**config.mk**
```make
export PLATFORM = sky130hd
export DESIGN_NAME = br_early_unit
export DESIGN_NICKNAME = d
export VERILOG_FILES = /design/src/rtl/br_early_pkg.sv /design/src/rtl/br_early_cmp.sv /design/src/rtl/br_early_nextpc.sv /design/src/rtl/br_early_fetchregs.sv /design/src/rtl/br_early_unit.sv
export SDC_FILE = /design/constraint.sdc
export NUM_CORES = 1
export LEC_CHECK = 0
export BUFFER_PORTS_ARGS = -buffer_cell sky130_fd_sc_hd__buf_4
export CAP_MARGIN = 30
export CORE_UTILIZATION = 45
export DETAILED_ROUTE_END_ITERATION = 10
export HOLD_SLACK_MARGIN = 0.06
export PLACE_DENSITY = 0.87
export SLEW_MARGIN = 30
export SYNTH_ARGS = -nofsm -noshare
export SYNTH_HDL_FRONTEND = slang
export SYNTH_HIERARCHICAL = 1
export SYNTH_SLANG_ARGS = --single-unit
```
**constraint.sdc**
```tcl
create_clock -name clk -period 3.1 [get_ports clk]
set_clock_uncertainty 0.15 [all_clocks]
set_input_delay 0.155 -clock clk [delete_from_list [all_inputs] [get_ports clk]]
set_output_delay 0.155 -clock clk [all_outputs]
set_load 0.01 [all_outputs]
```
**src/rtl/br_early_pkg.sv**
```systemverilog
package br_early_pkg;

  parameter int XLEN   = 32;
  parameter int OFF_W  = 16;
  parameter int STEP   = 4;

  localparam int EXT_W = XLEN - OFF_W - 2;

  typedef enum logic [1:0] {
    FLOW_SEQ    = 2'd0,
    FLOW_BRANCH = 2'd1,
    FLOW_JUMP   = 2'd2,
    FLOW_HOLD   = 2'd3
  } flow_e;

  function automatic logic [XLEN-1:0] seq_addr(input logic [XLEN-1:0] pc);
    seq_addr = pc + XLEN'(STEP);
  endfunction

  function automatic logic [XLEN-1:0] word_offset(input logic [OFF_W-1:0] off);
    word_offset = {{EXT_W{off[OFF_W-1]}}, off, 2'b00};
  endfunction

  // target relative to the delay-slot address
  function automatic logic [XLEN-1:0] branch_dest(input logic [XLEN-1:0] br_pc,
                                                  input logic [OFF_W-1:0] off);
    branch_dest = seq_addr(br_pc) + word_offset(off);
  endfunction

endpackage

```
**src/rtl/br_early_cmp.sv**
```systemverilog
module br_early_cmp
  import br_early_pkg::*;
#(
  parameter int WIDTH = XLEN,
  parameter int SLICE = 8
) (
  input  logic             clk,
  input  logic             rst_n,
  input  logic [WIDTH-1:0] a_i,
  input  logic [WIDTH-1:0] b_i,
  input  logic             is_branch_i,
  input  logic             test_ne_i,
  output logic             cond_hit_o
);

  localparam int NSLICE = (WIDTH + SLICE - 1) / SLICE;
  localparam int PADW   = NSLICE * SLICE;

  logic [PADW-1:0]   a_pad, b_pad;
  logic [NSLICE-1:0] slice_eq;
  logic              ops_equal;

  assign a_pad = PADW'(a_i);
  assign b_pad = PADW'(b_i);

  // equality split into slices reduced by an AND tree
  for (genvar s = 0; s < NSLICE; s++) begin : g_slice
    assign slice_eq[s] = (a_pad[s*SLICE +: SLICE] == b_pad[s*SLICE +: SLICE]);
  end

  assign ops_equal  = &slice_eq;
  assign cond_hit_o = is_branch_i & (test_ne_i ? ~ops_equal : ops_equal);

  assert_eq_test_R1: assert property (@(posedge clk) disable iff (!rst_n)
    (is_branch_i && !test_ne_i) |-> (cond_hit_o == (a_i === b_i)));

  assert_ne_test_R2: assert property (@(posedge clk) disable iff (!rst_n)
    (is_branch_i && test_ne_i) |-> (cond_hit_o == (a_i !== b_i)));

endmodule

```
**src/rtl/br_early_nextpc.sv**
```systemverilog
module br_early_nextpc
  import br_early_pkg::*;
(
  input  logic             clk,
  input  logic             rst_n,
  input  logic             stall_i,
  input  logic [XLEN-1:0]  pc_i,
  input  logic [XLEN-1:0]  fd_pc_i,
  input  logic             cond_hit_i,
  input  logic             is_jump_i,
  input  logic [OFF_W-1:0] offset_i,
  input  logic [XLEN-1:0]  jump_target_i,
  output flow_e            flow_o,
  output logic             redirect_o,
  output logic [XLEN-1:0]  next_pc_o
);

  logic [XLEN-1:0] br_dest;

  assign br_dest = branch_dest(fd_pc_i, offset_i);

  always_comb begin
    if (stall_i)         flow_o = FLOW_HOLD;
    else if (is_jump_i)  flow_o = FLOW_JUMP;
    else if (cond_hit_i) flow_o = FLOW_BRANCH;
    else                 flow_o = FLOW_SEQ;
  end

  always_comb begin
    unique case (flow_o)
      FLOW_HOLD:   next_pc_o = pc_i;
      FLOW_JUMP:   next_pc_o = jump_target_i;
      FLOW_BRANCH: next_pc_o = br_dest;
      default:     next_pc_o = seq_addr(pc_i);
    endcase
  end

  assign redirect_o = (flow_o == FLOW_JUMP) || (flow_o == FLOW_BRANCH);

  assert_jump_first_R4: assert property (@(posedge clk) disable iff (!rst_n)
    (is_jump_i && !stall_i) |-> (redirect_o && next_pc_o == jump_target_i));

  assert_stall_quiet_R7: assert property (@(posedge clk) disable iff (!rst_n)
    stall_i |-> (!redirect_o && next_pc_o == pc_i));

endmodule

```
**src/rtl/br_early_fetchregs.sv**
```systemverilog
module br_early_fetchregs
  import br_early_pkg::*;
#(
  parameter logic [XLEN-1:0] RESET_PC = '0,
  parameter logic [XLEN-1:0] NOP_WORD = '0
) (
  input  logic            clk,
  input  logic            rst_n,
  input  logic            stall_i,
  input  logic [XLEN-1:0] next_pc_i,
  input  logic [XLEN-1:0] fetch_instr_i,
  output logic [XLEN-1:0] pc_o,
  output logic [XLEN-1:0] fd_instr_o,
  output logic [XLEN-1:0] fd_pc_o
);

  logic [XLEN-1:0] pc_q, fd_instr_q, fd_pc_q;

  always_ff @(posedge clk or negedge rst_n) begin
    if (!rst_n) begin
      pc_q       <= RESET_PC;
      fd_instr_q <= NOP_WORD;
      fd_pc_q    <= RESET_PC;
    end else if (!stall_i) begin
      pc_q       <= next_pc_i;
      fd_instr_q <= fetch_instr_i;
      fd_pc_q    <= pc_q;
    end
  end

  assign pc_o       = pc_q;
  assign fd_instr_o = fd_instr_q;
  assign fd_pc_o    = fd_pc_q;

  assert_hold_R7: assert property (@(posedge clk) disable iff (!rst_n)
    stall_i |=> ($stable(pc_q) && $stable(fd_instr_q) && $stable(fd_pc_q)));

  assert_slot_capture_R6: assert property (@(posedge clk) disable iff (!rst_n)
    !stall_i |=> (fd_pc_q == $past(pc_q) && fd_instr_q == $past(fetch_instr_i)));

endmodule

```
**src/rtl/br_early_unit.sv**
```systemverilog
module br_early_unit
  import br_early_pkg::*;
(
  input  logic        clk,
  input  logic        rst_n,
  input  logic        stall_i,
  input  logic [31:0] fetch_instr_i,
  input  logic        dec_is_branch_i,
  input  logic        dec_branch_ne_i,
  input  logic        dec_is_jump_i,
  input  logic [15:0] dec_offset_i,
  input  logic [31:0] dec_jump_target_i,
  input  logic [31:0] opnd_a_i,
  input  logic [31:0] opnd_b_i,
  output logic [31:0] pc_o,
  output logic [31:0] next_pc_o,
  output logic        redirect_o,
  output logic [31:0] fd_instr_o,
  output logic [31:0] fd_pc_o
);

  logic  cond_hit_w;
  flow_e flow_w;

  br_early_cmp #(.WIDTH(XLEN), .SLICE(8)) u_cmp (
    .clk         (clk),
    .rst_n       (rst_n),
    .a_i         (opnd_a_i),
    .b_i         (opnd_b_i),
    .is_branch_i (dec_is_branch_i),
    .test_ne_i   (dec_branch_ne_i),
    .cond_hit_o  (cond_hit_w)
  );

  br_early_nextpc u_next (
    .clk           (clk),
    .rst_n         (rst_n),
    .stall_i       (stall_i),
    .pc_i          (pc_o),
    .fd_pc_i       (fd_pc_o),
    .cond_hit_i    (cond_hit_w),
    .is_jump_i     (dec_is_jump_i),
    .offset_i      (dec_offset_i),
    .jump_target_i (dec_jump_target_i),
    .flow_o        (flow_w),
    .redirect_o    (redirect_o),
    .next_pc_o     (next_pc_o)
  );

  br_early_fetchregs #(.RESET_PC('0), .NOP_WORD('0)) u_regs (
    .clk           (clk),
    .rst_n         (rst_n),
    .stall_i       (stall_i),
    .next_pc_i     (next_pc_o),
    .fetch_instr_i (fetch_instr_i),
    .pc_o          (pc_o),
    .fd_instr_o    (fd_instr_o),
    .fd_pc_o       (fd_pc_o)
  );

  assert_next_loaded_R9: assert property (@(posedge clk) disable iff (!rst_n)
    1'b1 |=> (pc_o == $past(next_pc_o)));

  assert_seq_step_R5: assert property (@(posedge clk) disable iff (!rst_n)
    (!stall_i && !redirect_o) |=> (pc_o == $past(pc_o) + 32'd4));

  assert_branch_dest_R3: assert property (@(posedge clk) disable iff (!rst_n)
    (flow_w == FLOW_BRANCH) |=>
      (pc_o == $past(fd_pc_o) + 32'd4 + {{14{$past(dec_offset_i[15])}}, $past(dec_offset_i), 2'b00}));

endmodule

```
==> metrics.log, run 1 <==
[metrics] mean post-synth cell area: 10.3 um^2
[metrics] count of placed standard cells including taps: 1249
[metrics] nets in the synthesized netlist: 930
[metrics] Syn Inst Count: 718
[metrics] fraction of the cycle the final worst path needs: 117%
[metrics] largest net degree at the start of global routing: 97
[metrics] Inserted Clock Buffers: 9
[metrics] Ports: 279
[metrics] synthesis-to-finish area growth: 62.1%
[metrics] sequential cell area fraction in the yosys report: 32.4%
[metrics] first-pass GRT wire length: 41000 um
[metrics] Combinational Power Share: 64.8%
[metrics] Hold Startpoint: dec_jump_target_i[12]
[metrics] number of cells traversed by the worst hold path: 4
[metrics] violated checks: setup timing
[metrics] commonest cells after routing, fill and taps aside: 361 x sky130_fd_sc_hd__buf_4, 96 x sky130_fd_sc_hd__dfrtp_1, 54 x sky130_fd_sc_hd__mux2_2
[metrics] result of the run: finished, violations left
[metrics] worst slew margin relative to its limit: 61.9%
[metrics] fin. max-slew vios: 0
[metrics] fillers: 1055
[metrics] sequential share of power: 22.1%
[metrics] core region area: 16000 um^2
[metrics] number of nets at the end of the flow: 1327
[metrics] number of non-filler instances in the completed layout: 1336
[metrics] clock edge transition at the registers on the reported setup and hold paths: 0.08 ns
[metrics] switching portion of total power: 42.6%
[metrics] via count of the first global-routing pass: 7725
[metrics] Worst R2R Setup Slack: -0.35 ns
[metrics] crit path capture type: primary output
[metrics] clock period minus worst slack: 3.62 ns
[metrics] post-layout worst setup margin: -0.520 ns
[metrics] most common cell after layout, fill and taps aside: sky130_fd_sc_hd__buf_4
[metrics] switching pwr: 4.06 mW
[metrics] most used flip-flop cell after synthesis: sky130_fd_sc_hd__dfrtp_1
[metrics] GR met2 Demand/Resource: 53.8%
[metrics] proportion of synthesized flip-flops having asynchronous set or reset: 100%
[metrics] Area after DPL: 10200 um^2
[metrics] static power due to leakage: 5.64 nW
[metrics] HPWL after detailed placement: 18700 um
[metrics] wire per inst: 22.0 um
[metrics] GR Util met1: 38.8%
[metrics] unrepaired setup endpoints after global routing: true
[metrics] total congestion overflow: 0
[metrics] x dimension of the die: 130 um
[metrics] crit start category: register
[metrics] Final Hold Fails: 0
[metrics] via density per instance: 6.00
[metrics] Final Instance Area: 12000 um^2
[metrics] gr usage total: 31.8%
[metrics] largest voltage drop on the vdd net: 0.446 mV
[metrics] total number of placement rows: 46
[metrics] count of antenna diodes in the layout: 0
[metrics] number of buffers between clock root and the deepest sink: 2
[metrics] power density over the cells: 794 nW/um^2
[metrics] destination of the worst hold path: u_regs/pc_o[12]
[metrics] mapped cell area: 7410 um^2
[metrics] clock tree root buffer cell: sky130_fd_sc_hd__clkbuf_16
[metrics] total setup violations reported at the end of the flow: 35
[metrics] met3 layer usage reported by global route: 5.41%
[metrics] antenna violations before repair: 0
[metrics] total die area: 17000 um^2
[metrics] cell internal pwr: 5.47 mW
[metrics] global routing's busiest layer: met2
[metrics] overall power after layout: 9.53 mW
[metrics] die span in y: 130 um
[metrics] register bit count reported by yosys: 96
[metrics] count of flip-flops with a built-in enable after synthesis: 0
[metrics] count of antenna-violating nets left after detailed routing: 0
[metrics] # clock sinks: 96
[metrics] # H-tree levels: 3
[metrics] Detailed Route WL: 29400 um
[metrics] RR Endpoint: u_regs/pc_o[28]
[metrics] clock share of power: 13.1%
[metrics] area taken by flip-flops and latches: 2400 um^2
[metrics] CP required: 2.79 ns
[metrics] Starting DRT DRC Count: 912
[metrics] Post-Route Utilization: 75.0%
[metrics] TritonCTS clock tree: yes
[metrics] multi-input logic area: 5550 um^2
[metrics] global placer's final weighted congestion: 0.942
[metrics] Netlist cell types: 61
[metrics] path category of the worst min-delay check: in -> reg
[metrics] Post-Place Setup Slack: -0.333 ns
[metrics] R2R depth: 12
[metrics] total number of yosys warnings: 6
[metrics] count of buffers inserted at the top-level ports: 278
[metrics] Tightest Pin Transition: 0.566 ns
[metrics] Fin Hold WS: 0.0913 ns
[metrics] total negative slack: -9.13 ns
[metrics] detailed-route DRC error count: 0
[metrics] initial core utilization: 46.3%
[metrics] Setup CP Type: reg -> out
[metrics] Arr. time, crit path: 3.32 ns
[metrics] Crit Path Max Fanout: 5
[metrics] startpoint of the lowest-slack register-to-register path: u_regs/fd_pc_o[4]
[metrics] Achievable Freq: 276 MHz
[metrics] max-capacitance violation count: 0
[metrics] first-pass detailed-route iteration total: 9
[metrics] total via count after detailed routing: 8010
[metrics] insertion delay of the later-clocked pin in the worst-skew pair: 0.37 ns
[metrics] layout cells sized above 1: 54.9%
cells in the mapped netlist (3+ instances only):
cell                       count  share of area [%]
sky130_fd_sc_hd__or3_1         5               0.42
sky130_fd_sc_hd__nand4_1      11               0.93
sky130_fd_sc_hd__o21a_1        3               0.30
sky130_fd_sc_hd__mux2_4       40                8.1
sky130_fd_sc_hd__buf_12        4                1.1
sky130_fd_sc_hd__nor2b_1       3               0.25
sky130_fd_sc_hd__a31oi_1       8               0.68
sky130_fd_sc_hd__nor4_1        8               0.68
sky130_fd_sc_hd__nand2b_1      8               0.68
sky130_fd_sc_hd__mux2_2       56                8.5
sky130_fd_sc_hd__and3_1       10               0.84
sky130_fd_sc_hd__buf_2         6               0.41
sky130_fd_sc_hd__xnor2_1      22                2.6
sky130_fd_sc_hd__nand2_1      31                1.6
sky130_fd_sc_hd__a21o_1       14                1.4
sky130_fd_sc_hd__a21oi_1      50                3.4
sky130_fd_sc_hd__o21bai_1      6               0.61
sky130_fd_sc_hd__a221oi_1      6               0.71
sky130_fd_sc_hd__buf_1         3               0.15
sky130_fd_sc_hd__a221o_1       9                1.2
sky130_fd_sc_hd__dfrtp_1      96                 32
sky130_fd_sc_hd__xor2_1       50                5.9
sky130_fd_sc_hd__clkbuf_1     20                1.0
sky130_fd_sc_hd__ha_1         61                 10
sky130_fd_sc_hd__a22oi_1       7               0.71
sky130_fd_sc_hd__nand3_1      24                1.6
sky130_fd_sc_hd__a222oi_1      8                1.1
sky130_fd_sc_hd__and2_1        4               0.34
sky130_fd_sc_hd__a211oi_1      7               0.71
sky130_fd_sc_hd__nor2_1       30                1.5
sky130_fd_sc_hd__o21ai_0      34                2.3
sky130_fd_sc_hd__and4_1        4               0.47
sky130_fd_sc_hd__mux2i_1       8                1.1
sky130_fd_sc_hd__nor3_1        9               0.61
sky130_fd_sc_hd__inv_1        19               0.96
sequential cells by signal, indices dropped and copies added (netlist names):
register and count:
u_regs/fd_instr_o 32, u_regs/fd_pc_o 32, u_regs/pc_o 32
cell type report:
type | instances | share of cell area, %
sequential | 96 | 20.0
tap | 216 | 2.25
clock buffer | 9 | 1.88
timing repair buffer | 422 | 28.2
clock inverter | 7 | 0.792
multi-input combinational | 566 | 46.2
inverter | 20 | 0.626
cells by family (layout without fill, tap and decap cells):
kind of cell | Yosys count | count (layout) | share of synthesized area [%]
buffers and inverters | 56 | 458 | 4.17
muxes | 104 | 104 | 17.7
xor gates and xnor gates | 72 | 72 | 8.51
AOI/OAI and AO/OA | 172 | 172 | 15.7
adders and majority gates | 62 | 62 | 10.6
DFF | 96 | 96 | 32.4
and+or+nand+nor | 156 | 156 | 10.9
metal layers:
metal,share of wire (%),vias to the layer above
met5,0,-
met4,5.4,0
met3,7.9,149
met2,49,531
met1,38,3856
li1,-,3474
worst max-delay path: stages, from the launching register on:
cell and delay, ns:
sky130_fd_sc_hd__dfrtp_1 0.42, sky130_fd_sc_hd__ha_4 0.26, sky130_fd_sc_hd__ha_4 0.28, sky130_fd_sc_hd__a211oi_4 0.06
sky130_fd_sc_hd__or2_4 0.25, sky130_fd_sc_hd__a211o_4 0.37, sky130_fd_sc_hd__a21o_4 0.26, sky130_fd_sc_hd__a211oi_2 0.35
sky130_fd_sc_hd__o21ai_1 0.17, sky130_fd_sc_hd__a31oi_2 0.28, sky130_fd_sc_hd__a21oi_2 0.07, sky130_fd_sc_hd__buf_4 0.16
how the worst max path moves through the flow:
stage,startpoint,end,slack [ns],cells past startpoint
floorplan,u_regs/fd_pc_o[4],u_regs/pc_o[30],-0.02,11
global placement,opnd_b_i[27],u_regs/pc_o[29],-0.33,14
detailed placement,opnd_b_i[27],u_regs/pc_o[18],-0.33,14
CTS,u_regs/fd_pc_o[10],next_pc_o[31],-0.39,11
global route,u_regs/fd_pc_o[4],next_pc_o[26],-0.54,12
finish,u_regs/fd_pc_o[4],next_pc_o[28],-0.52,11
power by group through the flow:
stage	registers, mW	clock network, mW	logic (mW)
after floorplan	2.15	0	2.51
after global placement	2.03	0	4.60
after detailed placement	2.06	0	4.69
after CTS	2.06	1.26	5.30
after global routing	2.16	1.30	6.52
final	2.10	1.25	6.18
repair_timing:
item | in CTS | in global routing
buffers inserted | 17 | 31
hold endpoints to repair | 128 | 0
hold buffers | 33 | 0
gates resized for setup | 78 | 91
pin swaps | 39 | 54
endpoints found under the setup margin | 43 | 48
Power figures use the tool's default switching activity.
==> run 2, diff against run 1 <==
Settings changed: REMOVE_ABC_BUFFERS set to 1.
==> metrics.log, run 2 (synthesis results as in run 1) <==
[metrics] result of the run: finished, violations left
[metrics] violated checks: setup timing
[metrics] fin. max-slew vios: 0
[metrics] overall power after layout: 9.77 mW
[metrics] count of buffers inserted at the top-level ports: 278
[metrics] TritonCTS clock tree: yes
[metrics] total setup violations reported at the end of the flow: 39
[metrics] Arr. time, crit path: 3.34 ns
[metrics] RR Endpoint: u_regs/pc_o[25]
[metrics] fraction of the cycle the final worst path needs: 118%
[metrics] Starting DRT DRC Count: 637
[metrics] clock period minus worst slack: 3.65 ns
[metrics] R2R depth: 16
[metrics] slowest library cell on the worst path: sky130_fd_sc_hd__or4_4
[metrics] largest net degree at the start of global routing: 76
[metrics] Crit. Startpoint: u_regs/fd_pc_o[6]
[metrics] max-capacitance violation count: 0
[metrics] number of nets at the end of the flow: 1333
[metrics] detailed-route DRC error count: 0
[metrics] via count of the first global-routing pass: 8190
[metrics] static power due to leakage: 5.68 nW
[metrics] Worst R2R Setup Slack: -0.37 ns
[metrics] core region area: 16000 um^2
[metrics] global placer's final weighted congestion: 0.989
[metrics] met1 wire length: 10500 um
[metrics] count of placed standard cells including taps: 1264
[metrics] first-pass GRT wire length: 41500 um
[metrics] endpoint of the most critical setup path: next_pc_o[31]
[metrics] power density over the cells: 816 nW/um^2
[metrics] Crit Path Max Fanout: 3
[metrics] antenna violations before repair: 0
[metrics] Setup CP Type: reg -> out
[metrics] gr usage total: 31.9%
[metrics] layout cells sized above 1: 54.7%
[metrics] worst slew margin relative to its limit: 46.7%
[metrics] top layer in use: met4
[metrics] total die area: 17000 um^2
[metrics] multi-input logic area: 5510 um^2
[metrics] number of buffers between clock root and the deepest sink: 2
[metrics] met2 routed WL: 14400 um
[metrics] Tightest Pin Transition: 0.797 ns
[metrics] area taken by flip-flops and latches: 2400 um^2
[metrics] crit start category: register
[metrics] x dimension of the die: 130 um
[metrics] via density per instance: 6.02
[metrics] count of antenna-violating nets left after detailed routing: 0
[metrics] # H-tree levels: 3
[metrics] post-layout worst setup margin: -0.545 ns
[metrics] total congestion overflow: 0
[metrics] total number of placement rows: 46
[metrics] insertion delay of the later-clocked pin in the worst-skew pair: 0.37 ns
[metrics] # clock sinks: 96
[metrics] CP Cell Sequence: ha_4 > ha_4 > buf_4 > o21ai_2 > a21oi_2 > buf_4 > o21ai_4 > o21ai_2 > a211oi_2 > a21oi_2 > or4_4 > nand3_4 > buf_6
[metrics] largest voltage drop on the vdd net: 0.467 mV
[metrics] Inserted Clock Buffers: 9
[metrics] synthesis-to-finish area growth: 61.6%
[metrics] Fin Hold WS: 0.0809 ns
[metrics] wire per inst: 21.9 um
[metrics] unrepaired setup endpoints after global routing: true
[metrics] Post-Route Utilization: 74.8%
[metrics] commonest cells after routing, fill and taps aside: 376 x sky130_fd_sc_hd__buf_4, 96 x sky130_fd_sc_hd__dfrtp_1, 53 x sky130_fd_sc_hd__mux2_2
[metrics] path category of the worst min-delay check: in -> reg
[metrics] first-pass detailed-route iteration total: 7
[metrics] Detailed Route WL: 29400 um
[metrics] most common cell after layout, fill and taps aside: sky130_fd_sc_hd__buf_4
[metrics] count of antenna diodes in the layout: 0
[metrics] startpoint of the lowest-slack register-to-register path: u_regs/fd_pc_o[3]
[metrics] Routed met3 length: 2730 um
[metrics] Ports: 279
[metrics] CP required: 2.79 ns
[metrics] initial core utilization: 46.3%
[metrics] crit path capture type: primary output
[metrics] Critical Path Max Stage Delay: 0.51 ns
[metrics] clock edge transition at the registers on the reported setup and hold paths: 0.08 ns
[metrics] total via count after detailed routing: 8077
[metrics] clock tree root buffer cell: sky130_fd_sc_hd__clkbuf_16
[metrics] Achievable Freq: 274 MHz
[metrics] Final Hold Fails: 0
[metrics] fillers: 1016
[metrics] die span in y: 130 um
[metrics] number of non-filler instances in the completed layout: 1342
[metrics] Post-Place Setup Slack: -0.191 ns
[metrics] HPWL after detailed placement: 18100 um
run 2: per-stage QoR:
step,area (um^2),setup TNS [ns]
3_5_place_dp,10200,-3.00
4_1_cts,11500,-6.40
2_1_floorplan,7170,-14.06
3_3_place_gp,10200,-1.52
5_1_grt,12000,-14.06
6_report,12000,-11.55
run 2: power by group:
part	switching (mW)	total (mW)	internal, mW
Combinational	3.14	6.44	3.30
Clock	0.580	1.23	0.651
Sequential	0.495	2.10	1.60
run 2: layout make-up:
class | count | area share (%)
timing repair buffer | 428 | 28.3
tap | 216 | 2.26
clock inverter | 7 | 0.794
inverter | 20 | 0.648
sequential | 96 | 20.1
clock buffer | 9 | 1.88
multi-input combinational | 566 | 46.1
run 2: metal layers:
| metal | vias to the layer above | track usage [%] |
|---|---|---|
| li1 | 3476 | - |
| met1 | 3900 | 36.6 |
| met2 | 547 | 53.8 |
| met3 | 154 | 7.71 |
| met4 | 0 | 19.4 |
| met5 | - | 0 |
run 2: timing repair:
| action | in CTS | in global routing |
|---|---|---|
| buffers inserted | 23 | 12 |
| gates resized for setup | 85 | 82 |
| endpoints found under the setup margin | 35 | 49 |
| endpoints found under the hold margin | 79 | 0 |
| hold buffers | 33 | 0 |
| pin swaps | 50 | 50 |
run 2: worst min path at each step:
stage	from	to	cells past startpoint
2_1_floorplan	rst_n	u_regs/fd_instr_o[0]	0
3_3_place_gp	rst_n	u_regs/fd_instr_o[27]	1
3_5_place_dp	rst_n	u_regs/fd_instr_o[18]	1
4_1_cts	stall_i	u_regs/fd_instr_o[17]	2
5_1_grt	stall_i	u_regs/fd_instr_o[17]	2
6_report	stall_i	u_regs/fd_instr_o[17]	2
run 2: critical path, delay by kind of cell, from the launching register on:
| kind | cells | cell delay (ns) |
|---|---|---|
| AO/OA/AOI/OAI | 6 | 1.04 |
| buffers and inverters | 3 | 0.40 |
| adder cells (fa/ha/maj) | 2 | 0.51 |
| AND/OR/NAND/NOR | 2 | 0.59 |
| flip-flops | 1 | 0.44 |
==> run 3, diff against run 2 <==
Settings changed: SKIP_LAST_GASP set to 1.
==> metrics.log, run 3 (synthesis results as in run 1) <==
[metrics] count of antenna-violating nets left after detailed routing: 0
[metrics] via density per instance: 6.08
[metrics] clock tree root buffer cell: sky130_fd_sc_hd__clkbuf_16
[metrics] Worst R2R Setup Slack: -0.36 ns
[metrics] crit start category: register
[metrics] commonest cells after routing, fill and taps aside: 381 x sky130_fd_sc_hd__buf_4, 96 x sky130_fd_sc_hd__dfrtp_1, 53 x sky130_fd_sc_hd__mux2_2
[metrics] Arr. time, crit path: 3.49 ns
[metrics] count of antenna diodes in the layout: 0
[metrics] CP required: 2.79 ns
[metrics] post-layout worst setup margin: -0.696 ns
[metrics] number of non-filler instances in the completed layout: 1348
[metrics] die span in y: 130 um
[metrics] largest net degree at the start of global routing: 76
[metrics] TritonCTS clock tree: yes
[metrics] static power due to leakage: 5.69 nW
[metrics] core region area: 16000 um^2
[metrics] global placer's final weighted congestion: 0.989
[metrics] synthesis-to-finish area growth: 62.0%
[metrics] x dimension of the die: 130 um
[metrics] layout cells sized above 1: 54.9%
[metrics] unrepaired setup endpoints after global routing: true
[metrics] number of buffers between clock root and the deepest sink: 2
[metrics] Final Hold Fails: 0
[metrics] clock period minus worst slack: 3.80 ns
[metrics] gr usage total: 31.9%
[metrics] # H-tree levels: 3
[metrics] most common cell after layout, fill and taps aside: sky130_fd_sc_hd__buf_4
[metrics] Detailed Route WL: 30000 um
[metrics] total setup violations reported at the end of the flow: 40
[metrics] detailed-route DRC error count: 0
[metrics] clock edge transition at the registers on the reported setup and hold paths: 0.08 ns
[metrics] total number of placement rows: 46
[metrics] result of the run: finished, violations left
[metrics] HPWL after detailed placement: 18100 um
[metrics] fraction of the cycle the final worst path needs: 122%
[metrics] insertion delay of the later-clocked pin in the worst-skew pair: 0.37 ns
[metrics] violated checks: setup timing
[metrics] Post-Place Setup Slack: -0.191 ns
[metrics] max-capacitance violation count: 0
[metrics] first-pass detailed-route iteration total: 6
[metrics] count of buffers inserted at the top-level ports: 278
[metrics] Tightest Pin Transition: 0.674 ns
[metrics] power density over the cells: 827 nW/um^2
[metrics] via count of the first global-routing pass: 8105
[metrics] number of cells traversed by the worst hold path: 2
[metrics] count of placed standard cells including taps: 1264
[metrics] Crit Path Max Fanout: 5
[metrics] antenna violations before repair: 0
[metrics] Inserted Clock Buffers: 9
[metrics] fillers: 1011
[metrics] Achievable Freq: 263 MHz
[metrics] Hold Startpoint: stall_i
[metrics] crit path capture type: primary output
[metrics] number of nets at the end of the flow: 1339
[metrics] path category of the worst min-delay check: in -> reg
[metrics] # clock sinks: 96
[metrics] RR Endpoint: u_regs/pc_o[28]
[metrics] total congestion overflow: 0
[metrics] total die area: 17000 um^2
[metrics] R2R depth: 12
[metrics] initial core utilization: 46.3%
[metrics] fin. max-slew vios: 0
[metrics] total via count after detailed routing: 8196
[metrics] wire per inst: 22.3 um
[metrics] Starting DRT DRC Count: 810
[metrics] worst slew margin relative to its limit: 54.9%
[metrics] largest voltage drop on the vdd net: 0.520 mV
[metrics] Setup CP Type: reg -> out
[metrics] startpoint of the lowest-slack register-to-register path: u_regs/fd_pc_o[16]
[metrics] first-pass GRT wire length: 41400 um
[metrics] Ports: 279
[metrics] destination of the worst hold path: u_regs/fd_instr_o[17]
-- run 3: cell types whose count changed in the layout (fill, tap and decap cells not counted), sizes merged --
| cell | delta |
|---|---|
| buf | +6 |
-- run 3: how the worst max path moves through the flow --
stage,startpoint,to,slack (ns)
global placement,u_regs/fd_pc_o[3],u_regs/pc_o[29],-0.11
CTS,u_regs/fd_pc_o[10],next_pc_o[31],-0.41
finish,u_regs/fd_pc_o[16],next_pc_o[28],-0.70
floorplan,opnd_b_i[31],u_regs/pc_o[31],-0.82
detailed placement,u_regs/fd_pc_o[10],next_pc_o[31],-0.19
global route,u_regs/fd_pc_o[10],next_pc_o[28],-0.80
-- run 3: routing by layer --
layer / up-vias / global-route usage (%) / routed length (um)
met2: 609 / 53.6 / 14500
met3: 203 / 7.71 / 2940
li1: 3494 / - / -
met5: - / 0 / 0
met4: 0 / 19.5 / 2040
met1: 3890 / 36.7 / 10500
-- run 3: critical path, cell delays in order (launching register included) --
cell and delay, ns:
sky130_fd_sc_hd__dfrtp_1 0.38, sky130_fd_sc_hd__ha_1 0.34, sky130_fd_sc_hd__ha_2 0.37, sky130_fd_sc_hd__buf_4 0.14, sky130_fd_sc_hd__and2_1 0.30, sky130_fd_sc_hd__nand3_1 0.12, sky130_fd_sc_hd__a21o_1 0.26, sky130_fd_sc_hd__buf_6 0.17
sky130_fd_sc_hd__a211oi_4 0.39, sky130_fd_sc_hd__or3_1 0.20, sky130_fd_sc_hd__a31oi_1 0.09, sky130_fd_sc_hd__a21oi_1 0.20, sky130_fd_sc_hd__buf_4 0.17
-- run 3: power by group --
group | switching (mW) | internal (mW) | total, mW
registers | 0.487 | 1.61 | 2.09
clock network | 0.583 | 0.651 | 1.23
logic | 3.21 | 3.38 | 6.60
total | 4.28 | 5.64 | 9.92
-- run 3: repair_timing --
action,in CTS,in global routing
gates resized for setup,82,78
endpoints found under the setup margin,35,49
pin swaps,50,52
endpoints found under the hold margin,79,0
buffers inserted,23,19
hold buffers,33,0
-- run 3: per-stage QoR --
stage	TNS, ns	power [mW]	cell area, um^2	hold slack (ns)	util (%)
final	-10.73	9.92	12000	0.0777	75.0
after global routing	-14.19	10.3	12000	0.0839	75.0
after CTS	-6.49	8.77	11500	0.0712	71.9
after detailed placement	-3.00	6.79	10200	0.0754	63.9
after global placement	-1.52	6.64	10200	0.0818	63.9
after floorplan	-14.06	4.54	7170	-0.291	-
-- run 3: cell type report --
type                    instances  area [um^2]  share of cell area (%)
multi-input cells             566         5500                    45.8
well taps                     216          270                    2.25
flip-flops and latches         96         2400                    20.0
inverters                      20         77.6                   0.646
clock inverters                 7         95.1                   0.792
clock buffers                   9          225                    1.88
repair buffers                434         3430                    28.6
